File: config.mk
export PLATFORM = sky130hd
export DESIGN_NAME = uart_frame_tx
export DESIGN_NICKNAME = d
export VERILOG_FILES = /design/src/rtl/uftx_pkg.sv /design/src/rtl/uftx_framer.sv /design/src/rtl/uftx_serializer.sv /design/src/rtl/uart_frame_tx.sv
export SDC_FILE = /design/constraint.sdc
export NUM_CORES = 1
export LEC_CHECK = 0
export ABC_CLOCK_PERIOD_IN_PS = 1600
export BUFFER_PORTS_ARGS = -buffer_cell sky130_fd_sc_hd__buf_2
export CAP_MARGIN = 20
export CORE_ASPECT_RATIO = 1.2
export CORE_MARGIN = 2
export CORE_UTILIZATION = 42
export CTS_CLUSTER_DIAMETER = 40
export DETAILED_ROUTE_END_ITERATION = 10
export PLACE_DENSITY_LB_ADDON = 0.05
export SLEW_MARGIN = 20
export SYNTH_ARGS = -nofsm -noshare
export SYNTH_HDL_FRONTEND = slang
export SYNTH_SLANG_ARGS = --single-unit
File: constraint.sdc
create_clock -name clk -period 1.6 [get_ports clk]
set_input_delay 0.08 -clock clk [delete_from_list [all_inputs] [get_ports clk]]
set_output_delay 0.08 -clock clk [all_outputs]
set_load 0.01 [all_outputs]
File: src/rtl/uftx_pkg.sv
package uftx_pkg;
  localparam int CHAR_MAX  = 9;
  localparam int DATA_MAX  = CHAR_MAX - 1;
  localparam int FRAME_MAX = 1 + CHAR_MAX + 1 + 2;
  localparam int CNT_W     = $clog2(FRAME_MAX + 1);

  typedef enum logic [1:0] {PAR_NONE, PAR_EVEN, PAR_ODD, PAR_ZERO} par_e;
  typedef enum logic [1:0] {S_IDLE, S_WAIT, S_SEND} tx_state_e;

  typedef struct packed {
    logic [FRAME_MAX-1:0] bits;   // bit 0 goes out first
    logic [CNT_W-1:0]     nbits;
  } frame_t;

  // number of ordinary data bits for a length code
  function automatic logic [3:0] data_count(input logic [1:0] len);
    return (len == 2'd0) ? 4'd7 : 4'd8;
  endfunction

  function automatic logic has_ext(input logic [1:0] len);
    return len == 2'd2;
  endfunction

  function automatic logic [CHAR_MAX-1:0] char_mask(input logic [1:0] len);
    logic [CHAR_MAX-1:0] m;
    case (len)
      2'd0:    m = 9'h07F;
      2'd2:    m = 9'h1FF;
      default: m = 9'h0FF;
    endcase
    return m;
  endfunction

  function automatic logic parity_bit(input logic [CHAR_MAX-1:0] chr,
                                      input logic [1:0] len, input par_e par);
    logic odd_ones;
    odd_ones = ^(chr & char_mask(len));
    case (par)
      PAR_EVEN: return odd_ones;
      PAR_ODD:  return ~odd_ones;
      default:  return 1'b0;
    endcase
  endfunction

  function automatic frame_t build_frame(input logic [CHAR_MAX-1:0] chr,
                                         input logic [1:0] len, input par_e par,
                                         input logic two_stop, input logic msb);
    frame_t f;
    logic [CNT_W-1:0] pos;
    logic [3:0] nd;
    logic [3:0] src;
    f.bits = '1;
    nd = data_count(len);
    f.bits[0] = 1'b0;
    pos = CNT_W'(1);
    for (int k = 0; k < DATA_MAX; k++) begin
      if (4'(k) < nd) begin
        src = msb ? (nd - 4'd1 - 4'(k)) : 4'(k);
        f.bits[pos] = chr[src];
        pos = pos + 1'b1;
      end
    end
    if (has_ext(len)) begin
      f.bits[pos] = chr[CHAR_MAX-1];
      pos = pos + 1'b1;
    end
    if (par != PAR_NONE) begin
      f.bits[pos] = parity_bit(chr, len, par);
      pos = pos + 1'b1;
    end
    f.bits[pos] = 1'b1;
    pos = pos + 1'b1;
    if (two_stop) begin
      f.bits[pos] = 1'b1;
      pos = pos + 1'b1;
    end
    f.nbits = pos;
    return f;
  endfunction
endpackage

File: src/rtl/uftx_framer.sv
module uftx_framer
  import uftx_pkg::*;
(
  input  logic [CHAR_MAX-1:0] chr,
  input  logic [1:0]          len,
  input  logic [1:0]          par,
  input  logic                two_stop,
  input  logic                msb,
  output frame_t              frame
);
  always_comb frame = build_frame(chr, len, par_e'(par), two_stop, msb);
endmodule

File: src/rtl/uftx_serializer.sv
module uftx_serializer
  import uftx_pkg::*;
#(
  parameter int FW = FRAME_MAX,
  parameter int CW = CNT_W
) (
  input  logic          clk,
  input  logic          rst_n,
  input  logic          tick,
  input  logic          load,
  input  logic [FW-1:0] frame_bits,
  input  logic [CW-1:0] frame_len,
  input  logic          inv_in,
  output logic          line_raw,
  output logic          inv_q,
  output logic          busy,
  output logic          ev_start,
  output logic          ev_end,
  output logic [FW-1:0] sh_q
);
  tx_state_e     state;
  logic [CW-1:0] cnt;
  logic          shift_now;

  assign ev_start  = (state == S_WAIT) && tick;
  assign ev_end    = (state == S_SEND) && tick && (cnt == '0);
  assign shift_now = ev_start || ((state == S_SEND) && tick && (cnt != '0));
  assign busy      = (state != S_IDLE);

  always_ff @(posedge clk or negedge rst_n) begin
    if (!rst_n) begin
      state    <= S_IDLE;
      sh_q     <= '1;
      cnt      <= '0;
      line_raw <= 1'b1;
      inv_q    <= 1'b0;
    end else if (state == S_IDLE) begin
      if (load) begin
        sh_q  <= frame_bits;
        cnt   <= frame_len;
        inv_q <= inv_in;
        state <= S_WAIT;
      end
    end else if (shift_now) begin
      line_raw <= sh_q[0];
      sh_q     <= {1'b1, sh_q[FW-1:1]};
      cnt      <= cnt - 1'b1;
      state    <= S_SEND;
    end else if (ev_end) begin
      line_raw <= 1'b1;
      state    <= S_IDLE;
    end
  end
endmodule

File: src/rtl/uart_frame_tx.sv
module uart_frame_tx
  import uftx_pkg::*;
(
  input  logic                clk,
  input  logic                rst_n,
  input  logic                bit_tick,
  input  logic                char_valid,
  output logic                char_ready,
  input  logic [CHAR_MAX-1:0] char_data,
  input  logic [1:0]          fmt_len,
  input  logic [1:0]          fmt_parity,
  input  logic                fmt_two_stop,
  input  logic                fmt_msb_first,
  input  logic                fmt_invert,
  output logic                txd,
  output logic                busy
);
  frame_t               frame;
  logic                 accept;
  logic                 line_raw;
  logic                 inv_q;
  logic                 ev_start;
  logic                 ev_end;
  logic [FRAME_MAX-1:0] sh_q;

  uftx_framer u_framer (
    .chr      (char_data),
    .len      (fmt_len),
    .par      (fmt_parity),
    .two_stop (fmt_two_stop),
    .msb      (fmt_msb_first),
    .frame    (frame)
  );

  assign accept     = char_valid && char_ready;
  assign char_ready = !busy;

  uftx_serializer u_ser (
    .clk        (clk),
    .rst_n      (rst_n),
    .tick       (bit_tick),
    .load       (accept),
    .frame_bits (frame.bits),
    .frame_len  (frame.nbits),
    .inv_in     (fmt_invert),
    .line_raw   (line_raw),
    .inv_q      (inv_q),
    .busy       (busy),
    .ev_start   (ev_start),
    .ev_end     (ev_end),
    .sh_q       (sh_q)
  );

  assign txd = line_raw ^ (busy ? inv_q : fmt_invert);
endmodule

==> results.tsv, run 1 <==
metric	value	unit
status	finished with violations	
failing checks	setup timing	
initial antenna violation count	0	
Peak supply drop	1.35	mV
DIE AREA	4050	um^2
GRT Total Usage	20.7	%
critical path class	flip-flop to output port	
Reg2Reg Depth	7	
Post-synth EDFFs	0	
dpl cells	256	
sequential area share after synthesis	34.6	%
crit-path cells	or2_4, inv_4, buf_12, mux2i_2, xnor2_1, buf_2	
Root Driver	clkbuf_8	
clock power share	12.9	%
Worst Hold Class	input port to flip-flop	
CTS tree	yes	
Switching Fraction	39.6	%
layout cells sized above 1	53.2	%
clock latency on the worst-skew pair	270	ps
CP endpoint kind	output port	
Final #Nets	262	
crit path launch type	flip-flop	
clock tree buffer depth	2	
Critical Path RT	1520	ps
Reg power frac	24.6	%
hold_sp	fmt_invert	
Power Density	1800	nW/um^2
# rows	23	
Final Cycle Share	104	%
Distinct cells, synth	39	
fmax	601	MHz
leakage power	0.000979	uW
Initial Utilization	44.4	%
non-filler instance count after layout	272	
final WL	4.06	mm
Post-route DRC	0	
crit path DAT	1580	ps
drt pass-1 iters	4	
FFs w/ async S/R, synth	100	%
largest net degree at the start of global routing	21	
Place WS	-241	ps
Setup crit start	u_ser.state[1]	
Syn Area/Cell	8.30	um^2
setup violators final	14	
most frequent cells in the layout	33 x buf_4, 23 x buf_2, 16 x nand2_1, 16 x nor2_1	
Clock Pin Slew Worst Setup and Hold Paths	80	ps
first-pass GRT wire length	6.64	mm
drt initial violations	31	
Setup Skew	2.86	ps
vias in the first global route	1536	
filler instances	288	
Max FO, Critical Path	4	
switching pwr	1600	uW
final-report hold violation count	0	
WL per Instance	14.9	um
Syn. warnings	0	
Post-DP HPWL	2.80	mm
grt ovf	0	
slowest stage delay, CP	430	ps
I/O Pins	23	
synthesized flop and latch total	20	
Via Count	1526	
gp weighted congestion	0.818	
post-synthesis cell count	180	
final-report max-slew violation count	0	
TritonCTS Buffers	3	
Tot Pwr	4040	uW
hold path depth	2	
area delta synth->final	50.4	%
combinational power share	62.5	%
DR vias/cell	5.61	
Post-DRT Antenna Nets	0	
chip height	69.3	um
slowest CP cell	dfrtp_2	
Internal Dissipation	2440	uW
Die X	58.4	um
RSZ-0062 raised after global routing	yes	
Final Critical Period	1660	ps
post-layout worst setup margin	-65.0	ps
PortBufs	22	
total core area	3370	um^2
antenna diode count	0	
commonest non-fill, non-tap cell in the layout	buf_4	
max-capacitance violation count	0	
reg-to-reg critical path startpoint	u_ser.cnt[1]	
clock net sink count	20	
Post-synth top flop	dfstp_2	
syn nets	206	
final core occ	66.7	%
htree depth	1	
cell area after synthesis	1490	um^2
==> worst max-delay path: cells and delay by family, from the launching register on <==
family                    cells  cell delay [ps]
buffers and inverters         3              300
DFF                           1              430
muxes                         1              210
and+or+nand+nor               1              250
xor gates and xnor gates      1              130
==> layout make-up <==
type | count | area (um^2) | share of cell area (%)
clock buffers | 3 | 41.3 | 1.84
well taps | 37 | 46.3 | 2.06
multi-input cells | 141 | 1120 | 50.0
clock inverters | 1 | 30.0 | 1.34
repair buffers | 62 | 455 | 20.3
flip-flops and latches | 20 | 518 | 23.1
inverters | 8 | 32.5 | 1.45
==> worst paths after layout <==
| path | to | slack, ps |
|---|---|---|
| max | txd | -60 |
| min | u_ser.inv_q | 70 |
| max reg2reg | u_ser.sh_q[9] | -50 |
| min reg2reg | u_ser.sh_q[0] | 460 |
| max in group asynchronous | u_ser.sh_q[2] | 960 |
| min in group asynchronous | u_ser.cnt[1] | 290 |
==> power by group through the flow <==
stage | logic [uW] | registers, uW | clock network (uW)
6_report | 2530 | 996 | 520
4_1_cts | 2120 | 969 | 519
3_3_place_gp | 1770 | 954 | 0
5_1_grt | 2730 | 1020 | 539
3_5_place_dp | 1810 | 966 | 0
2_1_floorplan | 1190 | 931 | 0
==> logic make-up (layout without fill, tap and decap cells) <==
family                     Yosys count  count (layout)  synth area share (%)
other                                1               1                 0.251
DFF                                 20              20                  34.6
adders and majority gates            6               6                  5.02
and+or+nand+nor                     62              62                  19.6
muxes                                6               6                  4.44
xor gates and xnor gates             9               9                  6.20
AOI/OAI and AO/OA                   57              57                  25.0
buffers and inverters               19              74                  4.86
==> registers in the layout (all words and copies together), names as in the netlist <==
signal          count
u_ser.sh_q         12
u_ser.cnt           4
u_ser.state         2
u_ser.inv_q         1
u_ser.line_raw      1
==> stage by stage <==
| stage | setup TNS (ps) | hold slack (ps) | instance area, um^2 |
|---|---|---|---|
| after floorplan | -58.3 | -216 | 1590 |
| after global placement | -1130 | 40.5 | 1890 |
| after detailed placement | -1860 | 48.3 | 1890 |
| after CTS | -950 | 74.5 | 2100 |
| after global routing | -1590 | 83.9 | 2250 |
| final | -357 | 74.0 | 2250 |
==> synthesized netlist by cell type (4+ instances only) <==
library cell  instances  area [um^2]
nand2_1              21         78.8
nor2_1               18         67.6
a21oi_1              15         75.1
dfstp_2              13          342
o21ai_0              11         55.1
clkbuf_1             10         37.5
o21ai_1              10         50.1
xnor2_1               8         70.1
a211oi_1              7         52.6
dfrtp_1               7          175
inv_1                 7         26.3
a311oi_1              6         52.6
ha_1                  6         75.1
nor3_1                5         25.0
mux2i_1               4         40.0
nand2b_1              4         25.0
==> what timing repair did <==
| action | 4_1_cts | 5_1_grt |
|---|---|---|
| gates cloned | 1 | 1 |
| hold buffers | 1 | 0 |
| buffers inserted | 6 | 3 |
| endpoints found under the hold margin | 7 | 0 |
| pin swaps | 10 | 13 |
| setup endpoints to repair | 18 | 19 |
| gates resized for setup | 18 | 25 |
==> per-layer routing <==
metal  vias up  global-route usage [%]  wire [um]
met5         -                       0          0
met1       740                    24.4       1670
met2        28                    37.5       2230
li1        752                       -          -
met3         6                    2.43        107
met4         0                    6.72         53
Power figures use the tool's default switching activity.
==> run 2: changes to the inputs <==
Settings changed: ABC_AREA set to 1.
==> run 2 against run 1 <==
  * The run ends with DRC left
  * Sequential share of layout area rose by 1.3 points
  * Register-to-register slack improved by 50 ps
  * Clock skew rose by 7.7 ps
  * Critical path type is now flip-flop to flip-flop
  * Hold slack improved by 43 ps
  * Global-route usage fell by 0.88 points
  * Cell count rose by 12%
  * Final area fell by 5.7%
==> results.tsv, run 2 <==
metric	value	unit	change
post-synthesis cell count	214		was 180
Regs by FF count	u_ser.sh_q: 12 flops, u_ser.cnt: 4 flops, u_ser.state: 2 flops		unchanged
most frequent cells in the layout	47 x nand2_1, 27 x inv_1, 27 x buf_4		was 33 x buf_4, 23 x buf_2, 16 x nand2_1, 16 x nor2_1
filler instances	324		was 288
chip height	69.8	um	was 69.3 um
leakage power	0.00106	uW	was 0.000979 uW
Root Driver	clkbuf_8		unchanged
PortBufs	22		unchanged
met1 GRT Util	24.0	%	was 24.4%
setup violators final	0		was 14
cell mode on critical path	inv_2		
area delta synth->final	40.0	%	was 50.4%
clock net sink count	20		unchanged
FFs w/ async S/R, synth	100	%	unchanged
drt pass-1 iters	7		was 4
WL per Instance	12.9	um	was 14.9 um
initial antenna violation count	0		unchanged
Synth area leader	dfstp_2		unchanged
critical path endpoint	u_ser.sh_q[7]		was txd
sequential area share after synthesis	34.1	%	was 34.6%
Max FO, Critical Path	6		was 4
Post-route DRC	3		was 0
drt initial violations	55		was 31
Place WS	-167	ps	was -241 ps
final-report max-slew violation count	0		unchanged
total core area	3400	um^2	was 3370 um^2
grt peak-use layer	met2		unchanged
r2r endpoint	u_ser.sh_q[7]		was u_ser.sh_q[9]
Initial Utilization	44.6	%	was 44.4%
Syn Area/Cell	7.07	um^2	was 8.30 um^2
I/O Pins	23		unchanged
clock tree buffer depth	2		unchanged
CTS tree	yes		unchanged
fmax	626	MHz	was 601 MHz
GR Util met3	2.05	%	was 2.43%
first-pass GRT wire length	6.56	mm	was 6.64 mm
Reg2Reg Depth	9		was 7
Worst Hold Class	input port to flip-flop		unchanged
Peak supply drop	1.13	mV	was 1.35 mV
Biggest register	u_ser.sh_q		unchanged
post-layout worst setup margin	1.50	ps	was -65.0 ps
gp weighted congestion	0.775		was 0.818
synth top area cells	dfstp_2 23%, nand2_1 12%, dfrtp_1 12%		was dfstp_2 23%, dfrtp_1 12%, nand2_1 5.3%
crit path DAT	1770	ps	was 1580 ps
Final Critical Period	1600	ps	was 1660 ps
Final #Nets	295		was 262
top cells by count, synth	50 x nand2_1, 31 x inv_1, 19 x o21ai_0, 13 x a21oi_1, 13 x dfstp_2		was 21 x nand2_1, 18 x nor2_1, 15 x a21oi_1, 13 x dfstp_2, 11 x o21ai_0
Post-DRT Antenna Nets	0		unchanged
largest net degree at the start of global routing	21		unchanged
non-filler instance count after layout	305		was 272
slowest stage delay, CP	400	ps	was 430 ps
Post-DP HPWL	2.94	mm	was 2.80 mm
GRT met2 Usage	34.7	%	was 37.5%
syn nets	240		was 206
Power Density	1700	nW/um^2	was 1800 nW/um^2
slowest CP cell	dfrtp_1		was dfrtp_2
htree depth	1		unchanged
top-area cell type share of the netlist area	22.6	%	was 22.9%
final WL	3.93	mm	was 4.06 mm
clock latency on the worst-skew pair	260	ps	was 270 ps
count leader, synth	nand2_1		unchanged
grt ovf	0		unchanged
antenna diode count	0		unchanged
Setup Skew	10.6	ps	was 2.86 ps
crit-path cells	inv_2, ha_4, inv_2, nor2_4, nand2_2, o21ai_4, nand2_4, buf_4, a31oi_2		was or2_4, inv_4, buf_12, mux2i_2, xnor2_1, buf_2
dpl cells	292		was 256
reg-to-reg critical path startpoint	u_ser.cnt[0]		was u_ser.cnt[1]
status	finished with violations		unchanged
final core occ	62.4	%	was 66.7%
synthesized flop and latch total	20		unchanged
cell area after synthesis	1510	um^2	was 1490 um^2
max-capacitance violation count	0		unchanged
layout cells sized above 1	42.5	%	was 53.2%
DIE AREA	4100	um^2	was 4050 um^2
Post-synth top flop	dfstp_2		unchanged
Setup crit start	u_ser.cnt[0]		was u_ser.state[1]
vias in the first global route	1568		was 1,536
Die X	58.8	um	was 58.4 um
Fin Setup TNS	0	ps	was -357 ps
DR vias/cell	5.20		was 5.61
final-report hold violation count	0		unchanged
Syn. warnings	0		unchanged
# rows	23		unchanged
hold path depth	3		was 2
Via Count	1587		was 1,526
RSZ-0062 raised after global routing	yes		unchanged
crit path launch type	flip-flop		unchanged
failing checks	DRC		was setup timing
CP endpoint kind	flip-flop		was output port
GRT Total Usage	19.8	%	was 20.7%
Final Cycle Share	99.9	%	was 104%
Clock Pin Slew Worst Setup and Hold Paths	80	ps	about the same
flop2flop setup slack	2	ps	was -50 ps
Largest register FFs	12		unchanged
commonest non-fill, non-tap cell in the layout	nand2_1		was buf_4
Post-synth EDFFs	0		unchanged
critical path class	flip-flop to flip-flop		was flip-flop to output port
Critical Path RT	1780	ps	was 1520 ps
Distinct cells, synth	35		was 39
TritonCTS Buffers	3		unchanged
==> run 2: power by group <==
group	switching, uW	internal [uW]	leakage [uW]
clock	159	177	0.0000228
combinational	1210	1070	0.000816
sequential	138	854	0.000221
total	1510	2100	0.00106
==> run 2: area by class of cell <==
cell class,count,area (um^2),share of cell area (%)
Timing Repair Buffer,55,402,18.9
Multi-Input combinational cell,152,971,45.8
Inverter,37,139,6.55
Sequential cell,20,517,24.4
Tap cell,37,46.3,2.18
Clock buffer,4,45.0,2.13
==> run 2: kinds of logic (layout without fill, tap and decap cells) <==
| kind of cell | Yosys count | after routing | share of synthesized area [%] |
|---|---|---|---|
| AO/OA/AOI/OAI | 59 | 59 | 22.5 |
| XOR/XNOR | 3 | 3 | 1.74 |
| adder cells (fa/ha/maj) | 6 | 6 | 4.96 |
| buffers and inverters | 43 | 96 | 11.3 |
| flip-flops | 20 | 20 | 34.1 |
| other | 1 | 1 | 0.248 |
| AND/OR/NAND/NOR | 82 | 83 | 25.1 |
==> run 2: metrics by stage <==
| step | instance area, um^2 | hold WS (ps) | power [uW] |
|---|---|---|---|
| after floorplan | 1540 | -216 | 2060 |
| after global placement | 1860 | 39.2 | 2610 |
| after detailed placement | 1860 | 52.1 | 2700 |
| after CTS | 1960 | 112 | 3150 |
| after global routing | 2120 | 133 | 3910 |
| final | 2120 | 117 | 3610 |
==> run 2: worst min path at each step <==
stage | startpoint | endpoint
final | fmt_invert | u_ser.inv_q
after CTS | fmt_invert | u_ser.inv_q
after global placement | rst_n | u_ser.cnt[1]
after global routing | fmt_invert | u_ser.inv_q
after detailed placement | rst_n | u_ser.cnt[3]
after floorplan | rst_n | u_ser.cnt[0]
==> run 2: metal layers <==
layer  share of wire (%)  wire (um)
met1                  43       1700
met2                  51       2020
met3                 3.2        126
met4                 2.0         78
met5                   0          0
==> run 2: timing repair <==
| action | 4_1_cts | 5_1_grt |
|---|---|---|
| setup endpoints to repair | 17 | 19 |
| pin swaps | 3 | 10 |
| gates cloned | 1 | 1 |
| buffers inserted | 1 | 5 |
| gates resized for setup | 6 | 24 |
| hold buffers | 1 | 0 |
| hold endpoints to repair | 7 | 0 |
==> run 2: worst max-delay path: cells and delay by family, from the launching register on <==
kind	cells	cell delay, ps
simple gates	3	320
compound gates	2	380
flops	1	400
buf+inv	3	290
fa+ha+maj	1	130
==> run 3: changes to the inputs <==
Settings changed: CELL_PAD_IN_SITES_DETAIL_PLACEMENT set to 0, CELL_PAD_IN_SITES_GLOBAL_PLACEMENT set to 2, CORE_UTILIZATION 42 to 28.
==> run 3 against run 2 <==
  * The run now ends clean
  * Largest cell class unchanged
  * Global-route usage fell by 6.1 points
  * Power fell by 6.8%
  * Largest power group unchanged
  * Sequential share of layout area rose by 0.80 points
==> results.tsv, run 3 (synthesis results as in run 2) <==
metric	value	unit	change
CTS tree	yes		unchanged
clock tree buffer depth	2		unchanged
layout cells sized above 1	38.1	%	was 42.5%
crit path launch type	flip-flop		unchanged
clock latency on the worst-skew pair	250	ps	was 260 ps
final core occ	39.1	%	was 62.4%
slowest CP cell	dfrtp_1		unchanged
clock net sink count	20		unchanged
Post-route DRC	0		was 3
gp weighted congestion	0.739		was 0.775
Final #Nets	287		was 295
Post-DRT Antenna Nets	0		unchanged
leakage power	0.00100	uW	was 0.00106 uW
Worst Hold Class	input port to flip-flop		unchanged
vias in the first global route	1531		was 1,568
final-report hold violation count	0		unchanged
Root Driver	clkbuf_8		unchanged
Initial Utilization	28.8	%	was 44.6%
DR vias/cell	4.68		was 5.20
WL per Instance	11.9	um	was 12.9 um
most frequent cells in the layout	49 x nand2_1, 28 x inv_1, 23 x buf_4		was 47 x nand2_1, 27 x inv_1, 27 x buf_4
setup violators final	0		unchanged
RSZ-0062 raised after global routing	yes		unchanged
htree depth	1		unchanged
Post-DP HPWL	3.07	mm	was 2.94 mm
Reg area	518	um^2	was 517 um^2
status	completed		was finished with violations
Regs by FF count	u_ser.sh_q: 12 flops, u_ser.cnt: 4 flops, u_ser.state: 2 flops		unchanged
Setup Skew	2.95	ps	was 10.6 ps
Power Density	1640	nW/um^2	was 1700 nW/um^2
Max FO, Critical Path	8		was 6
PortBufs	22		unchanged
Final Critical Period	1540	ps	was 1600 ps
largest net degree at the start of global routing	21		unchanged
initial antenna violation count	0		unchanged
final WL	3.84	mm	was 3.93 mm
CP endpoint kind	flip-flop		unchanged
Peak supply drop	0.848	mV	was 1.13 mV
# rows	29		was 23
Die X	71.1	um	was 58.8 um
crit-path cells	inv_2, ha_4, inv_2, nor2_4, nand2_2, o21ai_4, nand2_4, buf_12, o311ai_2, o21ai_1		was inv_2, ha_4, inv_2, nor2_4, nand2_2, o21ai_4, nand2_4, buf_4, a31oi_2
Tot Pwr	3370	uW	was 3610 uW
filler instances	584		was 324
chip height	84.6	um	was 69.8 um
Biggest register	u_ser.sh_q		unchanged
I/O Pins	23		unchanged
crit path DAT	1670	ps	was 1770 ps
total core area	5260	um^2	was 3400 um^2
commonest non-fill, non-tap cell in the layout	nand2_1		unchanged
GRT Total Usage	13.7	%	was 19.8%
final-report max-slew violation count	0		unchanged
Largest register FFs	12		unchanged
Clock Pin Slew Worst Setup and Hold Paths	80	ps	about the same
critical path class	flip-flop to flip-flop		unchanged
max-capacitance violation count	0		unchanged
area of the multi-input gates	927	um^2	was 971 um^2
DIE AREA	6010	um^2	was 4100 um^2
drt initial violations	90		was 55
drt pass-1 iters	4		was 7
first-pass GRT wire length	6.78	mm	was 6.56 mm
Final Cycle Share	96.1	%	was 99.9%
TritonCTS Buffers	3		unchanged
Critical Path RT	1730	ps	was 1780 ps
fmax	651	MHz	was 626 MHz
Via Count	1508		was 1,587
slowest stage delay, CP	400	ps	about the same
cell mode on critical path	inv_2		unchanged
grt ovf	0		unchanged
area delta synth->final	35.9	%	was 40.0%
antenna diode count	0		unchanged
run 3: final cells by class:
cell class	instances	share of cell area (%)
clock inverters	1	1.46
inverters	37	6.75
flip-flops and latches	20	25.2
clock buffers	3	2.01
well taps	62	3.77
repair buffers	48	15.8
multi-input cells	151	45.1
run 3: power breakdown:
part	internal (uW)	leakage, uW	switching (uW)
clock	334	0.0000357	168
combinational	834	0.000743	1040
sequential	856	0.000220	140
run 3: path summary, 6_finish.rpt:
path	from	endpoint	slack (ps)	cells past startpoint
setup / recovery	u_ser.cnt[0]	u_ser.cnt[2]	60	10
hold / removal	fmt_invert	u_ser.inv_q	100	3
setup reg to reg	u_ser.cnt[0]	u_ser.cnt[2]	60	10
hold reg to reg	u_ser.sh_q[8]	u_ser.sh_q[8]	480	2
max in group asynchronous	rst_n	u_ser.line_raw	950	2
min in group asynchronous	rst_n	u_ser.cnt[1]	310	2
run 3: metrics by stage:
stage	cell area (um^2)	setup WS, ps	hold slack, ps	TNS, ps	std cells
3_5_place_dp	1880	-169	60.6	-520	315
2_1_floorplan	1540	18.4	-216	0	214
3_3_place_gp	1880	-95.5	54.3	-327	315
5_1_grt	2060	-38.9	123	-156	322
4_1_cts	1990	4.70	88.1	0	322
6_report	2060	62.8	96.7	0	322
run 3: critical path: cells and delay by family, from the launching register on:
| kind | cells | cell delay [ps] |
|---|---|---|
| buffers and inverters | 3 | 270 |
| and+or+nand+nor | 3 | 250 |
| DFF | 1 | 400 |
| adders and majority gates | 1 | 140 |
| AOI/OAI and AO/OA | 3 | 350 |
run 3: repair_timing:
action                                 4_1_cts  5_1_grt
setup buffers                                2        0
endpoints found under the hold margin        7        0
pin swaps                                    5        7
hold buffers                                 1        0
setup endpoints to repair                    7       15
resized for setup                            5       14
run 3: per-layer routing:
metal,vias up,wire [um],GRT usage [%]
met3,2,138,1.56
li1,792,-,-
met1,686,1750,17.3
met5,-,0,0
met2,28,1930,24.8
met4,0,23,3.09
